[src/rtl/ddrws_pkg.sv]
package ddrws_pkg;

    localparam int BURST_LEN  = 8;
    localparam int SLOT_COUNT = BURST_LEN / 2;
    localparam int SLOT_W     = $clog2(SLOT_COUNT);

    typedef enum logic [1:0] {
        CMD_NOP = 2'd0,
        CMD_PRE = 2'd1,
        CMD_ACT = 2'd2,
        CMD_WR  = 2'd3
    } dram_cmd_e;

    typedef enum logic [2:0] {
        ST_IDLE,
        ST_GATHER,
        ST_PRE,
        ST_WAIT_RP,
        ST_WAIT_RCD,
        ST_STREAM,
        ST_DROP
    } seq_state_e;

    typedef struct packed {
        logic [15:0] rise;
        logic [15:0] fall;
        logic [1:0]  dm_rise;
        logic [1:0]  dm_fall;
    } ddr_slot_t;

    localparam ddr_slot_t SLOT_MASKED = '{rise: 16'h0, fall: 16'h0,
                                          dm_rise: 2'b11, dm_fall: 2'b11};

    function automatic logic [3:0] eff_delay(input logic [3:0] cfg);
        return (cfg == 4'd0) ? 4'd1 : cfg;
    endfunction

    function automatic ddr_slot_t pack_slot(input logic [31:0] data,
                                            input logic [3:0]  strb);
        ddr_slot_t s;
        s.rise    = (strb[1:0] == 2'b00) ? 16'h0 : data[15:0];
        s.fall    = (strb[3:2] == 2'b00) ? 16'h0 : data[31:16];
        s.dm_rise = ~strb[1:0];
        s.dm_fall = ~strb[3:2];
        return s;
    endfunction

endpackage

[src/rtl/ddrws_addr_map.sv]
module ddrws_addr_map #(
    parameter int COL_W  = 10,
    parameter int BANK_W = 2,
    parameter int ROW_W  = 13,
    parameter int LEN_W  = 4,
    localparam int ADDR_W = ROW_W + BANK_W + COL_W + 1,
    localparam int WORD_W = COL_W - 1
) (
    input  logic [ADDR_W-1:0] addr,
    input  logic [LEN_W-1:0]  len_m1,
    output logic [ROW_W-1:0]  row,
    output logic [BANK_W-1:0] bank,
    output logic [WORD_W-1:0] word,
    output logic              crosses_row
);
    logic [WORD_W:0] last_word;

    assign word = addr[COL_W:2];
    assign bank = addr[COL_W+BANK_W:COL_W+1];
    assign row  = addr[ADDR_W-1:COL_W+BANK_W+1];

    always_comb begin
        last_word   = {1'b0, word} + (WORD_W+1)'(len_m1);
        crosses_row = last_word[WORD_W];
    end
endmodule

[src/rtl/ddrws_delay.sv]
module ddrws_delay #(
    parameter int CNT_W = 4
) (
    input  logic             clk,
    input  logic             rst,
    input  logic             load,
    input  logic [CNT_W-1:0] load_val,
    output logic             expired
);
    logic [CNT_W-1:0] cnt;

    always_ff @(posedge clk) begin
        if (rst)
            cnt <= '0;
        else if (load)
            cnt <= load_val;
        else if (cnt != '0)
            cnt <= cnt - 1'b1;
    end

    assign expired = (cnt == '0);
endmodule

[src/rtl/ddrws_slot_buf.sv]
module ddrws_slot_buf
    import ddrws_pkg::*;
(
    input  logic              clk,
    input  logic              rst,
    input  logic              clear,
    input  logic              wr_en,
    input  logic [SLOT_W-1:0] wr_idx,
    input  ddr_slot_t         wr_slot,
    input  logic [SLOT_W-1:0] rd_idx,
    output ddr_slot_t         rd_slot
);
    ddr_slot_t slots [SLOT_COUNT];

    for (genvar g = 0; g < SLOT_COUNT; g++) begin : g_slot
        always_ff @(posedge clk) begin
            if (rst || clear)
                slots[g] <= SLOT_MASKED;
            else if (wr_en && (wr_idx == SLOT_W'(g)))
                slots[g] <= wr_slot;
        end
    end

    assign rd_slot = slots[rd_idx];
endmodule

[src/rtl/ddr_wr_splitter.sv]
module ddr_wr_splitter
    import ddrws_pkg::*;
#(
    parameter int COL_W  = 10,
    parameter int BANK_W = 2,
    parameter int ROW_W  = 13,
    parameter int LEN_W  = 4,
    localparam int ADDR_W = ROW_W + BANK_W + COL_W + 1,
    localparam int WORD_W = COL_W - 1,
    localparam int BLK_W  = WORD_W - SLOT_W,
    localparam int REM_W  = LEN_W + 1
) (
    input  logic              clk,
    input  logic              rst,
    input  logic [3:0]        cfg_trp,
    input  logic [3:0]        cfg_trcd,
    input  logic              req_valid,
    output logic              req_ready,
    input  logic [ADDR_W-1:0] req_addr,
    input  logic [LEN_W-1:0]  req_len,
    input  logic              wd_valid,
    output logic              wd_ready,
    input  logic [31:0]       wd_data,
    input  logic [3:0]        wd_strb,
    output logic [1:0]        cmd_op,
    output logic [BANK_W-1:0] cmd_bank,
    output logic [ROW_W-1:0]  cmd_row,
    output logic [COL_W-1:0]  cmd_col,
    output logic              wr_dq_en,
    output logic [15:0]       wr_dq_rise,
    output logic [15:0]       wr_dq_fall,
    output logic [1:0]        wr_dm_rise,
    output logic [1:0]        wr_dm_fall,
    output logic              err_row_cross
);
    seq_state_e state;

    logic [ROW_W-1:0]  dec_row;
    logic [BANK_W-1:0] dec_bank;
    logic [WORD_W-1:0] dec_word;
    logic              dec_cross;

    logic [ROW_W-1:0]  row_q;
    logic [BANK_W-1:0] bank_q;
    logic [BLK_W-1:0]  blk_q;
    logic [SLOT_W-1:0] fill_idx;
    logic [SLOT_W-1:0] out_idx;
    logic [REM_W-1:0]  remain;
    logic              need_open;
    logic              open_v;
    logic [ROW_W-1:0]  open_row;
    logic [BANK_W-1:0] open_bank;
    logic              err_q;

    logic              tmr_load;
    logic [3:0]        tmr_val;
    logic              tmr_done;

    logic              req_fire;
    logic              beat_fire;
    logic              blk_full;
    logic              blk_last;
    logic              buf_clear;
    logic [SLOT_W-1:0] rd_idx;
    ddr_slot_t         rd_slot;
    dram_cmd_e         cmd_e;

    ddrws_addr_map #(
        .COL_W (COL_W),
        .BANK_W(BANK_W),
        .ROW_W (ROW_W),
        .LEN_W (LEN_W)
    ) u_map (
        .addr       (req_addr),
        .len_m1     (req_len),
        .row        (dec_row),
        .bank       (dec_bank),
        .word       (dec_word),
        .crosses_row(dec_cross)
    );

    ddrws_delay #(.CNT_W(4)) u_delay (
        .clk     (clk),
        .rst     (rst),
        .load    (tmr_load),
        .load_val(tmr_val),
        .expired (tmr_done)
    );

    ddrws_slot_buf u_buf (
        .clk    (clk),
        .rst    (rst),
        .clear  (buf_clear),
        .wr_en  (beat_fire && (state == ST_GATHER)),
        .wr_idx (fill_idx),
        .wr_slot(pack_slot(wd_data, wd_strb)),
        .rd_idx (rd_idx),
        .rd_slot(rd_slot)
    );

    // handshakes and control strobes
    always_comb begin
        req_ready = (state == ST_IDLE);
        wd_ready  = (state == ST_GATHER) || (state == ST_DROP);
        req_fire  = req_valid && req_ready;
        beat_fire = wd_valid && wd_ready;
        blk_full  = (fill_idx == SLOT_W'(SLOT_COUNT - 1));
        blk_last  = (remain == REM_W'(1));
        buf_clear = (req_fire && !dec_cross) ||
                    ((state == ST_STREAM) && (out_idx == SLOT_W'(SLOT_COUNT - 1)) &&
                     (remain != '0));
        tmr_load  = (state == ST_PRE) || ((state == ST_WAIT_RP) && tmr_done);
        tmr_val   = (state == ST_PRE) ? eff_delay(cfg_trp) - 4'd1
                                      : eff_delay(cfg_trcd) - 4'd1;
    end

    // command and data outputs
    always_comb begin
        cmd_e    = CMD_NOP;
        wr_dq_en = 1'b0;
        rd_idx   = '0;
        unique case (state)
            ST_PRE:      cmd_e = CMD_PRE;
            ST_WAIT_RP:  if (tmr_done) cmd_e = CMD_ACT;
            ST_WAIT_RCD: if (tmr_done) begin
                cmd_e    = CMD_WR;
                wr_dq_en = 1'b1;
            end
            ST_STREAM: begin
                wr_dq_en = 1'b1;
                rd_idx   = out_idx;
                if (out_idx == '0) cmd_e = CMD_WR;
            end
            default: cmd_e = CMD_NOP;
        endcase
        cmd_op     = cmd_e;
        cmd_bank   = bank_q;
        cmd_row    = row_q;
        cmd_col    = {blk_q, {(COL_W - BLK_W){1'b0}}};
        wr_dq_rise = wr_dq_en ? rd_slot.rise    : 16'h0;
        wr_dq_fall = wr_dq_en ? rd_slot.fall    : 16'h0;
        wr_dm_rise = wr_dq_en ? rd_slot.dm_rise : 2'b11;
        wr_dm_fall = wr_dq_en ? rd_slot.dm_fall : 2'b11;
        err_row_cross = err_q;
    end

    // sequencer
    always_ff @(posedge clk) begin
        if (rst) begin
            state     <= ST_IDLE;
            row_q     <= '0;
            bank_q    <= '0;
            blk_q     <= '0;
            fill_idx  <= '0;
            out_idx   <= '0;
            remain    <= '0;
            need_open <= 1'b0;
            open_v    <= 1'b0;
            open_row  <= '0;
            open_bank <= '0;
            err_q     <= 1'b0;
        end else begin
            err_q <= 1'b0;
            unique case (state)
                ST_IDLE: if (req_fire) begin
                    remain <= REM_W'(req_len) + REM_W'(1);
                    if (dec_cross) begin
                        err_q <= 1'b1;
                        state <= ST_DROP;
                    end else begin
                        row_q     <= dec_row;
                        bank_q    <= dec_bank;
                        blk_q     <= dec_word[WORD_W-1:SLOT_W];
                        fill_idx  <= dec_word[SLOT_W-1:0];
                        need_open <= !(open_v && (open_row == dec_row) &&
                                       (open_bank == dec_bank));
                        state     <= ST_GATHER;
                    end
                end
                ST_GATHER: if (beat_fire) begin
                    remain   <= remain - 1'b1;
                    fill_idx <= fill_idx + 1'b1;
                    if (blk_full || blk_last) begin
                        out_idx <= '0;
                        state   <= need_open ? ST_PRE : ST_STREAM;
                    end
                end
                ST_PRE: begin
                    open_v <= 1'b0;
                    state  <= ST_WAIT_RP;
                end
                ST_WAIT_RP: if (tmr_done) begin
                    open_v    <= 1'b1;
                    open_row  <= row_q;
                    open_bank <= bank_q;
                    need_open <= 1'b0;
                    state     <= ST_WAIT_RCD;
                end
                ST_WAIT_RCD: if (tmr_done) begin
                    out_idx <= SLOT_W'(1);
                    state   <= ST_STREAM;
                end
                ST_STREAM: begin
                    out_idx <= out_idx + 1'b1;
                    if (out_idx == SLOT_W'(SLOT_COUNT - 1)) begin
                        if (remain == '0) begin
                            state <= ST_IDLE;
                        end else begin
                            blk_q    <= blk_q + 1'b1;
                            fill_idx <= '0;
                            state    <= ST_GATHER;
                        end
                    end
                end
                ST_DROP: if (beat_fire) begin
                    remain <= remain - 1'b1;
                    if (blk_last) state <= ST_IDLE;
                end
                default: state <= ST_IDLE;
            endcase
        end
    end
endmodule

[config.mk]
export PLATFORM = sky130hd
export DESIGN_NAME = ddr_wr_splitter
export DESIGN_NICKNAME = d
export VERILOG_FILES = /design/src/rtl/ddrws_pkg.sv /design/src/rtl/ddrws_addr_map.sv /design/src/rtl/ddrws_delay.sv /design/src/rtl/ddrws_slot_buf.sv /design/src/rtl/ddr_wr_splitter.sv
export SDC_FILE = /design/constraint.sdc
export NUM_CORES = 1
export LEC_CHECK = 0
export ABC_CLOCK_PERIOD_IN_PS = 6800
export BUFFER_PORTS_ARGS = -buffer_cell sky130_fd_sc_hd__buf_2
export CAP_MARGIN = 20
export CORE_MARGIN = 2
export CORE_UTILIZATION = 45
export DETAILED_ROUTE_END_ITERATION = 6
export PLACE_DENSITY = 0.75
export SKIP_CTS_REPAIR_TIMING = 1
export SKIP_LAST_GASP = 1
export SYNTH_ARGS = -nofsm -noshare
export SYNTH_HDL_FRONTEND = slang
export SYNTH_SLANG_ARGS = --single-unit
[constraint.sdc]
create_clock -name clk -period 6.8 [get_ports clk]
set_input_delay 1.36 -clock clk [delete_from_list [all_inputs] [get_ports clk]]
set_output_delay 1.36 -clock clk [all_outputs]
set_load 0.005 [all_outputs]
==> results of run 1 <==
[synth_stat cells, drive strengths merged (2+ instances only)]
cell type,instances
nand2b,8
a311oi,7
o22ai,5
a211oi,70
o31ai,2
nand3b,4
xor2,2
inv,13
mux2i,39
o31a,2
xnor2,17
and3b,2
a22oi,2
nand2,155
a21boi,2
nor2b,36
nand4,5
or4,3
dfxtp,56
buf,22
and3,6
o32ai,3
or2,3
a221oi,2
a21oi,53
nor2,150
ha,15
a32o,2
o21ai,11
and2,5
nand3,18
nor3,14
nor3b,4
clkbuf,43
edfxtp,144
a31oi,3
[metal layers]
layer	up-vias	GRT usage
li1	3575	-
met1	3443	0.268
met2	235	0.351
met3	11	0.0439
met4	0	0.0420
met5	-	0
[power groups by stage]
stage	clock, mW	combinational (mW)	sequential (mW)
floorplan	0	0.703	1.68
global placement	0	0.975	1.72
detailed placement	0	0.999	1.73
CTS	1.04	1.00	1.71
global route	1.09	1.11	1.74
finish	1.02	1.00	1.71
[cells by family after synthesis]
family,Yosys count
simple gates,416
fa+ha+maj,15
flops,200
mux,39
compound gates,175
buf+inv,79
other cells,1
xor+xnor,19
[through the flow]
step | utilization | area, um^2 | power [mW] | hold WS (ns)
after CTS | 0.531 | 11100 | 3.75 | 0.467
final | 0.532 | 11100 | 3.73 | 0.464
after floorplan | - | 9600 | 2.39 | 0.449
after detailed placement | 0.501 | 10500 | 2.73 | 0.455
after global routing | 0.532 | 11100 | 3.94 | 0.488
after global placement | 0.500 | 10500 | 2.70 | 0.453
[worst max path at each step]
stage                          start                                to  cells past startpoint
6_report       state[0]$_SDFFE_PP0P_                     wr_dm_fall[1]                      7
5_1_grt        state[0]$_SDFFE_PP0P_                     wr_dm_fall[0]                      7
4_1_cts        state[0]$_SDFFE_PP0P_                     wr_dm_fall[1]                      7
3_5_place_dp              req_len[2]  u_buf.slots[1][29]$_SDFFCE_PN0P_                      9
3_3_place_gp              req_len[2]  u_buf.slots[1][13]$_SDFFCE_PN0P_                      8
2_1_floorplan            req_addr[3]   u_buf.slots[0][0]$_SDFFCE_PN1P_                      6
[worst register-to-register path, delay by kind of cell, from the launching register on]
kind / cells / cell delay [ns]
buffers and inverters: 2 / 0.64
AOI/OAI and AO/OA: 1 / 0.07
and+or+nand+nor: 4 / 1.61
DFF: 1 / 0.90
[cell type report]
class                   count  area (um^2)  area share
well taps                 275          344      0.0309
clock buffers              18          450      0.0404
repair buffers            154          832      0.0747
flip-flops and latches    200         5450       0.489
clock inverters            14          169      0.0152
inverters                  14         52.6     0.00472
multi-input cells         667         3840       0.345
[flip-flops by register name (all words and copies together) (netlist names), 2 cells and up]
| name | count |
|---|---|
| cmd_bank | 2 |
| blk_q | 7 |
| open_row | 13 |
| fill_idx | 2 |
| open_bank | 2 |
| out_idx | 2 |
| u_buf.slots | 144 |
| state | 3 |
| u_delay.cnt | 4 |
| remain | 5 |
| cmd_row | 13 |
==> flow_summary_export.csv, run 1 <==
group,metric,value,unit
setup_path,r2r_cells,7,
setup_path,path_max_fanout,72,
clock_tree,cts_sinks,200,
routing,drc,0,
clock_tree,clk_pin_slew,0.08,ns
synth,synth_mux_area_frac,0.0407,
clock_tree,root_buffer,"clkbuf_16",
floorplan,fp.dieW,150,um
setup_path,critPathSlowestCell,"dfxtp_1",
timing,setup_ws,2.33,ns
power,p_sw,1.26,mW
layout,final_cells,1342,
layout,most-common-layout-cells,"nand2_1, nor2_1, edfxtp_1, buf_2, a211oi_1",
setup_path,slowest_delay,0.90,ns
timing,timing.fmax,224,MHz
synth,ys_warn_count,0,
global_routing,antenna_found_initial,0,
layout,drive_above_1_share,0.195,
floorplan,die_h,150,um
setup_path,r2r_slack,3.33,ns
status,outcome,"complete, no violations",
timing,finalSetupViolCount,0,
synth,synth_area_leader_cell,"edfxtp_1",
synth,ys.flop_type,"edfxtp_1",
synth,seq_area_frac_synth,0.568,
placed_design,dp_slack,2.54,ns
power,power_frac_comb,0.268,
routing,highest_layer,"met4",
floorplan,ios,145,
routing,drtIter0Drc,399,
routing,vias_per_cell,5.41,
synth,synth-adder-area-share,0.0196,
setup_path,crit_chain,"and3b_1 -> nand2_2 -> buf_4 -> a211oi_1 -> a21oi_1 -> nand2b_1 -> buf_2",
setup_path,start_kind,"flop",
placed_design,dp.cells,1309,
worst_hold_path,hold_start,"cmd_row[12]$_SDFFE_PP0P_",
timing,tns,0,ns
synth,syn-cell-area,9590,um^2
synth,synth_compound_area_frac,0.123,
setup_path,reg2reg_from,"state[0]$_SDFFE_PP0P_",
worst_hold_path,min_to,"open_row[12]$_SDFFE_PP0P_",
worst_hold_path,hp-class,"reg2reg",
layout,antenna_cells,0,
routing,drt_first_pass_iters,4,
power,p_leak,4.48,nW
timing,fin_skew,0.0108,ns
synth,synth-edff-count,144,
synth,ys_types,65,
worst_hold_path,hold_depth,2,
floorplan,fp-row-count,53,
timing,rsz0062_at_grt,"no",
setup_path,crit_required,5.44,ns
power,p_clk_frac,0.274,
floorplan,initial_core_util,0.458,
timing,final_max_slew_viol_count,0,
setup_path,critPathArrivalTime,3.11,ns
synth,syn_inst,944,
global_routing,grt_usage,0.205,
placed_design,finalWeightedCongestion,0.845,
run,maxCapViolCount,0,
clock_tree,cts_made_buffers,17,
floorplan,coreArea,21000,um^2
layout,final_net_count,1147,
routing,wirelength,22.7,mm
synth,synth_top_area_share,0.451,
timing,relSlewSlack,0.320,
synth,synth_seq_cells,200,
global_routing,gr-total-overflow,0,
synth,synth_xor_xnor_area_share,0.0173,
power,p_per_area,335,nW/um^2
clock_tree,clock_path_buffers,2,
global_routing,grt_pass1_wl,35.8,mm
timing,min_period,4.47,ns
routing,wl_met1,9.88,mm
setup_path,endpoint_kind,"output pin",
global_routing,grt_max_degree,74,
layout,area_growth,16.1,%
layout,final_common_cell,"nand2_1",
setup_path,r2r-end,"u_buf.slots[1][33]$_SDFFCE_PN0P_",
synth,yosys-top-cells-area,"edfxtp_1, dfxtp_1, nand2_1",
placed_design,io_buffers,139,
placed_design,dpl.hpwl,13.8,mm
synth,avgSynthCellArea,10.2,um^2
clock_tree,cts_max_level,4,
routing,wl_met2,11.1,mm
synth,synth_top_family_by_area,"simple AND/OR/NAND/NOR gates",
global_routing,grt_pass1_vias,6976,
timing,hold_violations,0,
routing,vias,7264,
synth,synth-simple-area-share,0.194,
setup_path,critical_path_buf_inv_count,2,
clock_tree,clkLatencyLatePin,0.43,ns
routing,antenna_left,0,
synth,ys_async_sr_fraction,0,
timing,tightestPinTransition,1.02,ns
clock_tree,cts_tree,"yes",
power,ir_worst_vdd,0.227,mV
routing,wl_per_cell,16.9,um
timing,period_share,0.657,
setup_path,critPathKind,"reg2out",
layout,fillers,1878,
floorplan,dieArea,22500,um^2
power,switching_share,0.338,
power,power_frac_seq,0.458,
power,power.internal,2.47,mW
routing,route.met3.wl,1.54,mm
setup_path,cpLargestDelayFamily,"flip-flops",
Power figures use the tool's default switching activity.
==> run 2: changes to the inputs <==
- ABC_CLOCK_PERIOD_IN_PS: 6800 -> 3780
- PLACE_DENSITY: 0.75 -> 0.78
- clock period: 6.8 -> 3.78 ns (I/O delays scaled with it)
==> run 2 against run 1 <==
Combinational power rose by 94%. Non-clock buffer count is 8 higher. Cell count rose by 0.75%. Sequential power rose by 77%. Die area did not move. Clock skew increased by 0.00093 ns. Clock power is 89% higher. Critical path depth fell by 1.
==> flow_summary_export.csv, run 2 (synthesis gave the netlist of run 1 again) <==
group,metric,value,unit
timing,fin_skew,0.0117,ns
layout,final_core_util,0.538,
layout,final_common_cell,"nand2_1",
routing,drc,0,
setup_path,critPathArrivalTime,2.50,ns
clock_tree,clock_path_buffers,2,
floorplan,initial_core_util,0.458,
timing,relSlewSlack,0.494,
power,power.internal,4.48,mW
routing,drt_first_pass_iters,5,
setup_path,start_kind,"flop",
timing,timing.fmax,307,MHz
clock_tree,cts_tree,"yes",
layout,regMostFlops,"u_buf.slots",
worst_hold_path,hp-class,"reg2reg",
timing,tns,0,ns
clock_tree,cts_sinks,200,
global_routing,gr-total-overflow,0,
routing,wl_per_cell,17.4,um
clock_tree,clk_pin_slew,0.08,ns
global_routing,grt_max_degree,73,
global_routing,grt_pass1_wl,37.8,mm
routing,antenna_left,0,
floorplan,dieArea,22500,um^2
layout,multiInputGateArea,3840,um^2
timing,min_period,3.26,ns
routing,vias,7522,
timing,finalSetupViolCount,0,
floorplan,die_h,150,um
power,p_per_area,611,nW/um^2
placed_design,finalWeightedCongestion,0.861,
clock_tree,clkLatencyLatePin,0.44,ns
timing,hold_violations,0,
setup_path,critPathKind,"reg2out",
timing,rsz0062_at_grt,"no",
floorplan,ios,145,
power,switching_share,0.349,
power,p_leak,4.55,nW
power,ir_worst_vdd,0.349,mV
layout,final_net_count,1155,
power,p_clk_frac,0.280,
timing,period_share,0.862,
status,outcome,"complete, no violations",
clock_tree,cts_made_buffers,17,
timing,tightestPinTransition,0.759,ns
routing,drtIter0Drc,540,
layout,largest_reg_flops,144,
layout,area_growth,17.5,%
clock_tree,root_buffer,"clkbuf_16",
power,power_frac_seq,0.439,
floorplan,fp-row-count,53,
layout,final-seq-area,5450,um^2
clock_tree,cts_max_level,4,
routing,vias_per_cell,5.56,
setup_path,path_max_fanout,36,
routing,wirelength,23.5,mm
layout,most-common-layout-cells,"nand2_1, nor2_1, edfxtp_1, buf_2, a211oi_1",
power,power_frac_comb,0.282,
setup_path,crit_required,3.02,ns
floorplan,coreArea,21000,um^2
power,p_sw,2.40,mW
layout,fillers,1801,
run,maxCapViolCount,0,
layout,drive_above_1_share,0.199,
floorplan,fp.dieW,150,um
placed_design,io_buffers,139,
timing,final_max_slew_viol_count,0,
global_routing,grt_pass1_vias,7194,
setup_path,endpoint_kind,"output pin",
global_routing,antenna_found_initial,1,
placed_design,dpl.hpwl,14.6,mm
global_routing,grt_usage,0.217,
## run 2: critical path: stages (launching register included)
cell and delay [ns]:
dfxtp_1 0.53, and3b_1 0.50, nand2_2 0.12, buf_12 0.25
mux2i_1 0.15, a211oi_1 0.32, buf_2 0.18
## run 2: path summary, 6_finish.rpt
| path | from | to | slack [ns] | cells after the start |
|---|---|---|---|---|
| max | state[2]$_SDFFE_PP0P_ | wr_dq_rise[0] | 0.52 | 6 |
| min reg2reg | open_row[8]$_SDFFE_PP0P_ | open_row[8]$_SDFFE_PP0P_ | 0.47 | 2 |
| min | open_row[8]$_SDFFE_PP0P_ | open_row[8]$_SDFFE_PP0P_ | 0.47 | 2 |
| max reg2reg | remain[0]$_SDFFE_PP0P_ | u_buf.slots[1][5]$_SDFFCE_PN0P_ | 0.64 | 8 |
## run 2: layout make-up
class | count | area share
well taps | 275 | 0.0305
repair buffers | 162 | 0.0837
inverters | 14 | 0.00466
flip-flops and latches | 200 | 0.483
multi-input cells | 667 | 0.341
clock buffers | 17 | 0.0377
clock inverters | 15 | 0.0189
diodes | 2 | 0.000444
## run 2: metrics by stage
step | cells | instance area, um^2 | total power [mW] | worst slack, ns | hold slack, ns
after global routing | 1351 | 11300 | 7.26 | 0.319 | 0.493
after CTS | 1350 | 11300 | 6.92 | 0.477 | 0.469
after global placement | 1318 | 10600 | 4.93 | 0.516 | 0.453
final | 1352 | 11300 | 6.89 | 0.521 | 0.470
after detailed placement | 1318 | 10600 | 4.99 | 0.452 | 0.456
after floorplan | 946 | 9600 | 4.29 | 0.643 | 0.449
## run 2: metal layers
layer,track usage,vias up,part of all wire
met1,0.291,3564,0.41
met5,0,-,0
met4,0.0618,0,0.015
met2,0.359,319,0.50
met3,0.0421,25,0.077
li1,-,3614,-
## run 2: power groups by stage
stage	combinational [mW]	clock, mW	sequential (mW)
6_report	1.94	1.93	3.02
5_1_grt	2.16	2.03	3.06
4_1_cts	1.95	1.95	3.02
3_5_place_dp	1.93	0	3.06
3_3_place_gp	1.89	0	3.04
2_1_floorplan	1.27	0	3.03
==> run 3: changes to the inputs <==
- PLACE_DENSITY: 0.78 -> 0.64
==> run 3 against run 2 <==
First-iteration DRC count down 18%. Highest routed layer unchanged. Fmax down 4.8%. Core utilization down 0.46 points.
==> flow_summary_export.csv, run 3 (synthesis gave the netlist of run 1 again) <==
group,metric,value,unit
status,outcome,"complete, no violations",
layout,regMostFlops,"u_buf.slots",
setup_path,r2r_cells,8,
clock_tree,clock_path_buffers,2,
floorplan,die_h,150,um
timing,rsz0062_at_grt,"no",
routing,antenna_left,0,
setup_path,path_max_fanout,30,
layout,final_common_cell,"nand2_1",
power,p_leak,4.51,nW
timing,finalSetupViolCount,0,
global_routing,grt_pass1_vias,6925,
clock_tree,clk_pin_slew,0.08,ns
timing,tns,0,ns
routing,drc,0,
setup_path,critPathArrivalTime,2.67,ns
layout,final_net_count,1154,
global_routing,grt_max_degree,69,
clock_tree,cts_sinks,200,
routing,vias,7359,
setup_path,r2r-end,"u_buf.slots[2][32]$_SDFFCE_PN0P_",
setup_path,crit_start,"state[2]$_SDFFE_PP0P_",
setup_path,endpoint_kind,"output pin",
placed_design,io_buffers,139,
layout,drive_above_1_share,0.196,
clock_tree,root_buffer,"clkbuf_16",
setup_path,critPathKind,"reg2out",
worst_hold_path,hold_start,"open_row[7]$_SDFFE_PP0P_",
layout,most-common-layout-cells,"nand2_1, nor2_1, edfxtp_1, buf_2, a211oi_1",
global_routing,antenna_found_initial,1,
placed_design,dpl.hpwl,14.1,mm
routing,drtIter0Drc,442,
timing,fin_skew,0.0127,ns
setup_path,r2r_slack,1.00,ns
routing,wl_per_cell,17.1,um
clock_tree,cts_max_level,4,
routing,vias_per_cell,5.45,
floorplan,initial_core_util,0.458,
routing,wirelength,23.0,mm
clock_tree,cts_tree,"yes",
setup_path,crit_required,3.02,ns
timing,final_max_slew_viol_count,0,
worst_hold_path,hold_depth,2,
global_routing,grt_usage,0.208,
layout,largest_reg_flops,144,
timing,timing.fmax,292,MHz
clock_tree,clkLatencyLatePin,0.43,ns
timing,relSlewSlack,0.470,
layout,fillers,1871,
run,maxCapViolCount,0,
floorplan,fp-row-count,53,
worst_hold_path,hp-class,"reg2reg",
setup_path,start_kind,"flop",
routing,drt_first_pass_iters,5,
layout,area_growth,16.5,%
power,ir_worst_vdd,0.421,mV
power,p_per_area,601,nW/um^2
global_routing,grt_pass1_wl,36.3,mm
timing,min_period,3.42,ns
placed_design,finalWeightedCongestion,0.787,
timing,tightestPinTransition,0.792,ns
clock_tree,cts_made_buffers,17,
setup_path,reg2reg_from,"remain[0]$_SDFFE_PP0P_",
worst_hold_path,min_to,"open_row[7]$_SDFFE_PP0P_",
timing,period_share,0.906,
floorplan,ios,145,
floorplan,dieArea,22500,um^2
floorplan,fp.dieW,150,um
global_routing,gr-total-overflow,0,
timing,hold_violations,0,
timing,hold_ws,0.469,ns
floorplan,coreArea,21000,um^2
==> run 3: changes by cell type in the layout (fill, tap and decap cells not counted), moves of 2 or more <==
cell	before	now
inv_12	5	0
clkbuf_1	0	2
inv_8	1	4
clkinv_8	4	1
clkinv_4	0	3
buf_12	6	4
==> run 3: worst max-delay path by stage <==
stage	end	slack, ns	cells after the start
6_report	wr_dq_fall[15]	0.36	6
5_1_grt	wr_dq_fall[12]	0.21	6
4_1_cts	wr_dq_fall[15]	0.36	6
3_5_place_dp	u_buf.slots[3][7]$_SDFFCE_PN0P_	0.83	8
3_3_place_gp	u_buf.slots[2][34]$_SDFFCE_PN0P_	0.83	8
2_1_floorplan	u_buf.slots[0][0]$_SDFFCE_PN1P_	0.64	6
==> run 3: where the power goes <==
group / switching (mW) / internal, mW / total [mW]
registers: 0.172 / 2.84 / 3.01
clock network: 0.868 / 0.943 / 1.81
logic: 1.20 / 0.688 / 1.89
total: 2.24 / 4.47 / 6.71
==> run 3: worst max-delay path, cell delays in order, from the launching register on <==
cell and delay, ns:
dfxtp_1 0.34, and3b_1 0.46, nand2_2 0.51, buf_4 0.39
a211oi_1 0.25, a211oi_1 0.10, buf_2 0.17
==> run 3: routing by layer <==
metal / GRT usage / vias up / share of wire
li1: - / 3591 / -
met2: 0.344 / 237 / 0.48
met3: 0.0473 / 26 / 0.061
met5: 0 / - / 0
met1: 0.278 / 3505 / 0.45
met4: 0.0542 / 0 / 0.013
==> run 3: stage by stage <==
stage | cells | setup WS (ns) | power, mW | cell area, um^2 | utilization
finish | 1350 | 0.357 | 6.71 | 11200 | 0.533
CTS | 1349 | 0.356 | 6.76 | 11200 | 0.533
detailed placement | 1317 | 0.827 | 4.95 | 10600 | 0.505
global placement | 1317 | 0.826 | 4.92 | 10600 | 0.505
global route | 1349 | 0.210 | 7.08 | 11200 | 0.533
floorplan | 946 | 0.643 | 4.29 | 9600 | -
==> run 3: layout make-up <==
cell class	count	area (um^2)	share of cell area
sequential	200	5450	0.487
multi-input combinational	667	3830	0.343
clock inverter	13	151	0.0135
antenna	1	2.50	0.000224
timing repair buffer	161	911	0.0815
tap	275	344	0.0308
clock buffer	19	433	0.0387
inverter	14	52.6	0.00470
